[src/rtl/itick_pkg.sv]
package itick_pkg;

    typedef enum logic [2:0] {
        ST_IDLE,
        ST_START,
        ST_ARMED,
        ST_PENDING,
        ST_ACCOUNT,
        ST_ADVANCE
    } sched_state_t;

    localparam int REG_AW = 3;

    localparam logic [REG_AW-1:0] A_CTRL   = 3'd0;
    localparam logic [REG_AW-1:0] A_PERIOD = 3'd1;
    localparam logic [REG_AW-1:0] A_TICKS  = 3'd2;
    localparam logic [REG_AW-1:0] A_CNT_LO = 3'd3;
    localparam logic [REG_AW-1:0] A_CNT_HI = 3'd4;

    localparam int B_EN   = 0;
    localparam int B_ALLOW = 1;
    localparam int B_PEND = 2;
    localparam int B_BUSY = 3;
    localparam int B_OVF  = 4;

endpackage

[src/rtl/itick_counter.sv]
module itick_counter #(
    parameter int CNT_W = 64
) (
    input  logic             clk,
    input  logic             rst,
    output logic [CNT_W-1:0] count
);

    always_ff @(posedge clk) begin
        if (rst) count <= '0;
        else     count <= count + 1'b1;
    end

    // one step per clock
    p_count_step_r1: assert property (@(posedge clk) disable iff (rst)
        !$past(rst) |-> count == $past(count) + 1'b1);

endmodule

[src/rtl/itick_sched.sv]
module itick_sched
    import itick_pkg::*;
#(
    parameter int CNT_W  = 64,
    parameter int ITER_W = 16,
    parameter int GUARD  = 8000
) (
    input  logic             clk,
    input  logic             rst,
    input  logic             enable,
    input  logic [31:0]      period,
    input  logic [CNT_W-1:0] count,
    input  logic             irq_ack,
    output logic             pending,
    output logic             busy,
    output logic             done,
    output logic [ITER_W:0]  ticks,
    output logic             ovf_set
);

    localparam int unsigned CAP_I = 1 << ITER_W;
    localparam logic [ITER_W:0] CAP    = CAP_I[ITER_W:0];
    localparam logic [ITER_W:0] CAP_M1 = CAP - 1'b1;
    localparam logic [CNT_W-1:0] GUARD_X = CNT_W'(GUARD);

    sched_state_t     state_q, state_d;
    logic [CNT_W-1:0] next_q, next_d;
    logic [CNT_W-1:0] snap_q, snap_d;
    logic [31:0]      cmp_q, cmp_d;
    logic [ITER_W:0]  ticks_q, ticks_d;
    logic [ITER_W:0]  skips_q, skips_d;
    logic             pend_q, pend_d;

    logic             active;
    logic [CNT_W-1:0] period_x;
    logic [CNT_W-1:0] step_sum;
    logic [CNT_W-1:0] dist_acc;
    logic [CNT_W-1:0] dist_live;

    assign active    = enable && (period != 32'd0);
    assign period_x  = CNT_W'(period);
    assign step_sum  = next_q + period_x;
    assign dist_acc  = step_sum - snap_q;
    assign dist_live = next_q - count;

    always_ff @(posedge clk) begin
        if (rst) begin
            state_q <= ST_IDLE;
            next_q  <= '0;
            snap_q  <= '0;
            cmp_q   <= '0;
            ticks_q <= '0;
            skips_q <= '0;
            pend_q  <= 1'b0;
        end else begin
            state_q <= state_d;
            next_q  <= next_d;
            snap_q  <= snap_d;
            cmp_q   <= cmp_d;
            ticks_q <= ticks_d;
            skips_q <= skips_d;
            pend_q  <= pend_d;
        end
    end

    always_comb begin
        state_d = state_q;
        next_d  = next_q;
        snap_d  = snap_q;
        cmp_d   = cmp_q;
        ticks_d = ticks_q;
        skips_d = skips_q;
        pend_d  = pend_q;
        done    = 1'b0;
        ovf_set = 1'b0;
        if (!active) begin
            state_d = ST_IDLE;
            pend_d  = 1'b0;
        end else begin
            unique case (state_q)
                ST_IDLE: state_d = ST_START;
                ST_START: begin
                    next_d  = count + period_x;
                    cmp_d   = next_d[31:0];
                    state_d = ST_ARMED;
                end
                ST_ARMED: begin
                    if (count[31:0] == cmp_q) begin
                        pend_d  = 1'b1;
                        state_d = ST_PENDING;
                    end
                end
                ST_PENDING: begin
                    if (irq_ack) begin
                        pend_d  = 1'b0;
                        snap_d  = count;
                        ticks_d = '0;
                        state_d = ST_ACCOUNT;
                    end
                end
                ST_ACCOUNT: begin
                    next_d  = step_sum;
                    ticks_d = ticks_q + 1'b1;
                    if (dist_acc <= period_x) begin
                        skips_d = '0;
                        state_d = ST_ADVANCE;
                    end else if (ticks_d == CAP) begin
                        ovf_set = 1'b1;
                        skips_d = '0;
                        state_d = ST_ADVANCE;
                    end
                end
                ST_ADVANCE: begin
                    if (dist_live > period_x) begin
                        if (skips_q == CAP_M1) begin
                            next_d  = count + period_x;
                            skips_d = '0;
                            ovf_set = 1'b1;
                        end else begin
                            next_d  = step_sum;
                            skips_d = skips_q + 1'b1;
                        end
                    end else begin
                        if (dist_live <= GUARD_X) next_d = step_sum;
                        cmp_d   = next_d[31:0];
                        done    = 1'b1;
                        state_d = ST_ARMED;
                    end
                end
                default: state_d = ST_IDLE;
            endcase
        end
    end

    assign pending = pend_q;
    assign busy    = (state_q == ST_ACCOUNT) || (state_q == ST_ADVANCE);
    assign ticks   = ticks_q;

    // disabled or zero period forces idle
    p_idle_when_off_r9: assert property (@(posedge clk) disable iff (rst)
        (!enable || period == 32'd0) |=> state_q == ST_IDLE);

    // at least one period is always accounted
    p_ticks_nonzero_r6: assert property (@(posedge clk) disable iff (rst)
        done |-> ticks != '0);

    // accounting never runs past its limit
    p_no_overflow_r10: assert property (@(posedge clk) disable iff (rst)
        state_q == ST_ACCOUNT |-> ticks_q < CAP);

    // no pending interrupt while the update runs
    p_busy_clear_r11: assert property (@(posedge clk) disable iff (rst)
        busy |-> !pending);

    // pending holds until acknowledged
    p_pending_hold_r5: assert property (@(posedge clk) disable iff (rst)
        (pending && !irq_ack && active) |=> pending);

endmodule

[src/rtl/itick_regs.sv]
module itick_regs
    import itick_pkg::*;
#(
    parameter int CNT_W  = 64,
    parameter int ITER_W = 16
) (
    input  logic              clk,
    input  logic              rst,
    input  logic              wr,
    input  logic              rd,
    input  logic [REG_AW-1:0] addr,
    input  logic [31:0]       wdata,
    input  logic [CNT_W-1:0]  count,
    input  logic              pending,
    input  logic              busy,
    input  logic              done,
    input  logic [ITER_W:0]   ticks_in,
    input  logic              ovf_set,
    output logic              enable,
    output logic              allow,
    output logic [31:0]       period,
    output logic [31:0]       rdata
);

    logic [ITER_W:0] ticks_r;
    logic            ovf_r;
    logic [31:0]     cnt_hi;
    logic [31:0]     rd_val;

    generate
        if (CNT_W > 32) begin : g_wide
            logic [63:0] cnt_ext;
            assign cnt_ext = 64'(count);
            assign cnt_hi  = cnt_ext[63:32];
        end else begin : g_narrow
            assign cnt_hi = 32'd0;
        end
    endgenerate

    always_comb begin
        rd_val = 32'd0;
        unique case (addr)
            A_CTRL: begin
                rd_val[B_EN]    = enable;
                rd_val[B_ALLOW] = allow;
                rd_val[B_PEND]  = pending;
                rd_val[B_BUSY]  = busy;
                rd_val[B_OVF]   = ovf_r;
            end
            A_PERIOD: rd_val = period;
            A_TICKS:  rd_val = 32'(ticks_r);
            A_CNT_LO: rd_val = count[31:0];
            A_CNT_HI: rd_val = cnt_hi;
            default:  rd_val = 32'd0;
        endcase
    end

    always_ff @(posedge clk) begin
        if (rst) begin
            enable  <= 1'b0;
            allow   <= 1'b0;
            period  <= 32'd0;
            ovf_r   <= 1'b0;
            ticks_r <= '0;
            rdata   <= 32'd0;
        end else begin
            if (wr && addr == A_CTRL) begin
                enable <= wdata[B_EN];
                allow  <= wdata[B_ALLOW];
                if (wdata[B_OVF]) ovf_r <= 1'b0;
            end
            if (wr && addr == A_PERIOD) period <= wdata;
            if (ovf_set) ovf_r <= 1'b1;
            if (rd && addr == A_TICKS) ticks_r <= '0;
            if (done) ticks_r <= ticks_in;
            if (rd) rdata <= rd_val;
        end
    end

    // tick count clears on read
    p_ticks_clear_r6: assert property (@(posedge clk) disable iff (rst)
        (rd && addr == A_TICKS && !done) |=> ticks_r == '0);

endmodule

[src/rtl/itick_timer.sv]
module itick_timer
    import itick_pkg::*;
#(
    parameter int CNT_W  = 64,
    parameter int ITER_W = 16,
    parameter int GUARD  = 8000
) (
    input  logic        clk,
    input  logic        rst,
    input  logic        reg_wr,
    input  logic        reg_rd,
    input  logic [2:0]  reg_addr,
    input  logic [31:0] reg_wdata,
    output logic [31:0] reg_rdata,
    output logic        irq,
    input  logic        irq_ack
);

    logic [CNT_W-1:0] count;
    logic             enable, allow, pending, busy, done, ovf_set;
    logic [31:0]      period;
    logic [ITER_W:0]  ticks;

    itick_counter #(.CNT_W(CNT_W)) u_cnt (
        .clk   (clk),
        .rst   (rst),
        .count (count)
    );

    itick_sched #(.CNT_W(CNT_W), .ITER_W(ITER_W), .GUARD(GUARD)) u_sched (
        .clk     (clk),
        .rst     (rst),
        .enable  (enable),
        .period  (period),
        .count   (count),
        .irq_ack (irq_ack),
        .pending (pending),
        .busy    (busy),
        .done    (done),
        .ticks   (ticks),
        .ovf_set (ovf_set)
    );

    itick_regs #(.CNT_W(CNT_W), .ITER_W(ITER_W)) u_regs (
        .clk      (clk),
        .rst      (rst),
        .wr       (reg_wr),
        .rd       (reg_rd),
        .addr     (reg_addr),
        .wdata    (reg_wdata),
        .count    (count),
        .pending  (pending),
        .busy     (busy),
        .done     (done),
        .ticks_in (ticks),
        .ovf_set  (ovf_set),
        .enable   (enable),
        .allow    (allow),
        .period   (period),
        .rdata    (reg_rdata)
    );

    assign irq = pending & allow;

    // no interrupt while disallowed
    p_irq_gate_r4: assert property (@(posedge clk) disable iff (rst)
        !allow |-> !irq);

endmodule

[config.mk]
export PLATFORM = sky130hd
export DESIGN_NAME = itick_timer
export DESIGN_NICKNAME = d
export VERILOG_FILES = /design/src/rtl/itick_pkg.sv /design/src/rtl/itick_counter.sv /design/src/rtl/itick_sched.sv /design/src/rtl/itick_regs.sv /design/src/rtl/itick_timer.sv
export SDC_FILE = /design/constraint.sdc
export NUM_CORES = 2
export LEC_CHECK = 0
export BUFFER_PORTS_ARGS = -buffer_cell sky130_fd_sc_hd__buf_2
export CAP_MARGIN = 15
export CORE_ASPECT_RATIO = 1.75
export CORE_MARGIN = 2
export CORE_UTILIZATION = 30
export CTS_BUF_LIST = sky130_fd_sc_hd__clkbuf_8 sky130_fd_sc_hd__clkbuf_16
export DETAILED_ROUTE_END_ITERATION = 8
export PLACE_DENSITY = 0.46
export SYNTH_ARGS = -nofsm -noshare
export SYNTH_HDL_FRONTEND = slang
export SYNTH_SLANG_ARGS = --single-unit
[constraint.sdc]
create_clock -name clk -period 8 [get_ports clk]
set_input_delay 0.8 -clock clk [delete_from_list [all_inputs] [get_ports clk]]
set_output_delay 0.8 -clock clk [all_outputs]
set_load 0.005 [all_outputs]
==> results.sh <==
export IMPL_outcome="completed"
export IMPL_drt_antenna_violating_nets=0
export IMPL_timing_rr_start="u_regs.period[19]"
export IMPL_clock_tree_htree_level_count=2
export IMPL_critPathRequiredTime_ns=8.47
export IMPL_p_leak_uw=0.0153
export IMPL_min_period_over_period=0.958
export IMPL_die_area_um2=109000
export IMPL_design_final_nets=4883
export IMPL_final_setup_viol_count=0
export IMPL_numClockSinks=346
export IMPL_drcViolationCount=0
export IMPL_worst_r2r_path_depth=31
export IMPL_floorplan_initialDensity=0.302
export IMPL_vias_in_the_first_global_route=35100
export IMPL_crit_type="reg2reg"
export IMPL_cpLargestDelayFamily="simple AND/OR/NAND/NOR gates"
export IMPL_i_o_buffers=72
export IMPL_placement_setup_worst_slack_ns=-0.190
export IMPL_mappedNetlistArea_um2=32000
export IMPL_gpl_congestion=1.01
export IMPL_async_set_or_reset_register_ratio_after_synthesis=0
export IMPL_antenna_violations_before_repair=13
export IMPL_cts_made_buffers=43
export IMPL_synth_top_cells_by_count="sky130_fd_sc_hd__nand2_1, sky130_fd_sc_hd__a21oi_1, sky130_fd_sc_hd__nor2_1, sky130_fd_sc_hd__dfxtp_1, sky130_fd_sc_hd__o21ai_0"
export IMPL_path_buf_inv=3
export IMPL_worst_skew_pair_late_latency_ns=0.62
export IMPL_max_stage_delay_ns=0.78
export IMPL_holdPathStages=2
export IMPL_grt_overflow=0
export IMPL_placeableCoreArea_um2=106000
export IMPL_worst_r2r_endpoint="u_sched.skips_q[2]"
export IMPL_vias_per_cell=5.92
export IMPL_clock_tree_root_cell="sky130_fd_sc_hd__clkbuf_16"
export IMPL_crit_arrival_ns=8.13
export IMPL_post_synth_top_count_cell="sky130_fd_sc_hd__nand2_1"
export IMPL_relSlewSlack=0.220
export IMPL_worst_setup_slack_for_register_to_register_paths_ns=0.34
export IMPL_detailed_place_hpwl_um=138000
export IMPL_clk_transition_reported_paths_ns=0.06
export IMPL_final_setup_skew_ns=0.0296
export IMPL_drt_pass1_iterations=8
export IMPL_report_final_hold_viol_count=0
export IMPL_worstMarginPinSlew_ns=1.17
export IMPL_p_per_area_nw_per_um2=128
export IMPL_global_route_wire_length_before_repair_um=245000
export IMPL_finalWorstPathRequiredPeriod_ns=7.66
export IMPL_max_cap_violations=0
export IMPL_clock_path_buffers=3
export IMPL_synthFlopType="sky130_fd_sc_hd__dfxtp_1"
export IMPL_final_cell_count_no_fill=5985
export IMPL_count_of_flip_flops_with_a_built_in_enable_after_synthesis=0
export IMPL_finalMaxSlewViolations=0
export IMPL_drt_iter0_drc=2489
export IMPL_die_x_um=251
export IMPL_synthesized_netlist_cell_count=4452
export IMPL_final_util=0.347
export IMPL_area_delta_synth_final_pct=14.7
export IMPL_synth_cell_type_count=105
export IMPL_synth_largest_type_area_fraction=0.217
export IMPL_detail_route_wl_per_cell_um=29.0
export IMPL_worstSetupEndpointType="register"
export IMPL_worst_hold_path_type="reg2reg"
export IMPL_synth_nets=4753
export IMPL_cts_hold_buffers_added=0
export IMPL_dieHeight_um=436
export IMPL_critical_path_slowest_cell="sky130_fd_sc_hd__dfxtp_1"
export IMPL_timing_final_ws_setup_ns=0.339
export IMPL_min_from="u_sched.skips_q[16]"
export IMPL_grt_total_usage=0.311
export IMPL_num_vias=35500
export IMPL_crit_path_start="u_regs.period[19]"
export IMPL_io_pins=73
export IMPL_startpoint_type="register"
export IMPL_hold_path_endpoint="u_sched.skips_q[16]"
export IMPL_max_clock_freq_mhz=131
export IMPL_cts_tree="yes"
export IMPL_synth_seq_area_share=0.217
export IMPL_synth_ff_latch_count=346
export IMPL_synth_largest_area_cell="sky130_fd_sc_hd__dfxtp_1"
export IMPL_post_route_cells_drive_above_1_share=0.118
export IMPL_tns_ns=0
export IMPL_yosys_top_cells_area="sky130_fd_sc_hd__dfxtp_1, sky130_fd_sc_hd__ha_1, sky130_fd_sc_hd__a21oi_1"
export IMPL_syn_mean_instance_area_um2=7.18
export IMPL_highest_net_fanout_along_the_worst_path=7
export IMPL_fp_row_count=158
export IMPL_totalWireLength_um=173000
export IMPL_synthesis_yosys_warnings=0
export IMPL_dp_cells=5891
export IMPL_grt_start_max_net_pins=174
export IMPL_vdd_drop_max_v=0.000132
how the worst max path moves through the flow:
stage / to / cells past startpoint
floorplan: u_sched.skips_q[11] / 30
global placement: u_sched.skips_q[9] / 32
detailed placement: u_sched.skips_q[11] / 35
CTS: u_sched.skips_q[4] / 32
global route: u_sched.skips_q[8] / 33
finish: u_sched.skips_q[2] / 31
registers in the layout, indices dropped and copies added, names as in the netlist:
name,count
u_cnt.count,64
u_regs.allow,1
u_regs.enable,1
u_regs.ovf_r,1
u_regs.period,32
u_regs.rdata,32
u_regs.ticks_r,17
u_sched.cmp_q,32
u_sched.next_q,64
u_sched.pending,1
u_sched.skips_q,17
u_sched.snap_q,64
u_sched.state_q,3
u_sched.ticks,17
kinds of logic after synthesis:
family | count (synthesis) | share of synthesized area
and+or+nand+nor | 1665 | 0.247
AOI/OAI and AO/OA | 1361 | 0.272
buffers and inverters | 460 | 0.0570
DFF | 346 | 0.217
xor gates and xnor gates | 290 | 0.0795
adders and majority gates | 261 | 0.103
muxes | 69 | 0.0248
through the flow:
| step | power (µW) | hold slack (ns) | instance area, µm² |
|---|---|---|---|
| finish | 4700 | 0.428 | 36700 |
| global route | 4870 | 0.449 | 36600 |
| CTS | 4710 | 0.425 | 36400 |
| detailed placement | 2680 | 0.423 | 35000 |
| global placement | 2680 | 0.416 | 35000 |
| floorplan | 2350 | 0.408 | 32000 |
layout by cell type (no fill, tap or decap), types with 43 or more instances in the layout:
cell type,instances
sky130_fd_sc_hd__nand2_1,603
sky130_fd_sc_hd__a21oi_1,447
sky130_fd_sc_hd__nor2_1,383
sky130_fd_sc_hd__dfxtp_1,346
sky130_fd_sc_hd__o21ai_0,271
sky130_fd_sc_hd__ha_1,254
sky130_fd_sc_hd__buf_4,245
sky130_fd_sc_hd__inv_1,229
sky130_fd_sc_hd__xnor2_1,182
sky130_fd_sc_hd__nand3_1,121
sky130_fd_sc_hd__nand4_1,108
sky130_fd_sc_hd__xor2_1,104
sky130_fd_sc_hd__nor3_1,99
sky130_fd_sc_hd__a21o_1,77
sky130_fd_sc_hd__buf_2,71
sky130_fd_sc_hd__and3_1,65
sky130_fd_sc_hd__o211ai_1,58
sky130_fd_sc_hd__a211oi_1,56
sky130_fd_sc_hd__o21a_1,51
sky130_fd_sc_hd__nor4_1,50
sky130_fd_sc_hd__a22oi_1,47
sky130_fd_sc_hd__clkbuf_16,43
routing by layer:
metal | vias to the layer above | share of wire | track usage
li1 | 16400 | - | -
met1 | 17000 | 0.32 | 0.287
met2 | 1394 | 0.50 | 0.550
met3 | 626 | 0.050 | 0.0570
met4 | 14 | 0.13 | 0.336
met5 | - | 0.00051 | 0
worst reg2reg max path, delay by kind of cell, from the launching register on:
family,cells,cell delay (ns)
and+or+nand+nor,13,2.37
xor gates and xnor gates,2,0.66
buffers and inverters,3,0.59
adders and majority gates,3,1.15
AOI/OAI and AO/OA,10,1.99
DFF,1,0.78
where the power goes:
| part | switching [µW] | internal (µW) | leakage [µW] | total [µW] |
|---|---|---|---|---|
| Clock | 871 | 1160 | 0.000723 | 2030 |
| Sequential | 10.5 | 1730 | 0.00279 | 1740 |
| Combinational | 561 | 371 | 0.0118 | 931 |
| Total | 1440 | 3260 | 0.0153 | 4700 |
timing repair:
item,4_1_cts,5_1_grt
pin swaps,0,9
setup endpoints to repair,19,19
gates cloned,0,1
resized for setup,5,43
setup buffers,0,4
final cells by class:
| type | count | area [µm²] |
|---|---|---|
| Fill cell | 11500 | 69100 |
| Multi-Input combinational cell | 3646 | 23400 |
| Sequential cell | 346 | 6930 |
| Timing Repair Buffer | 323 | 2320 |
| Tap cell | 1360 | 1700 |
| Clock buffer | 52 | 1200 |
| Inverter | 222 | 833 |
| Clock inverter | 21 | 198 |
| Antenna cell | 15 | 37.5 |
Note: power is estimated with default switching activity, not from simulation.
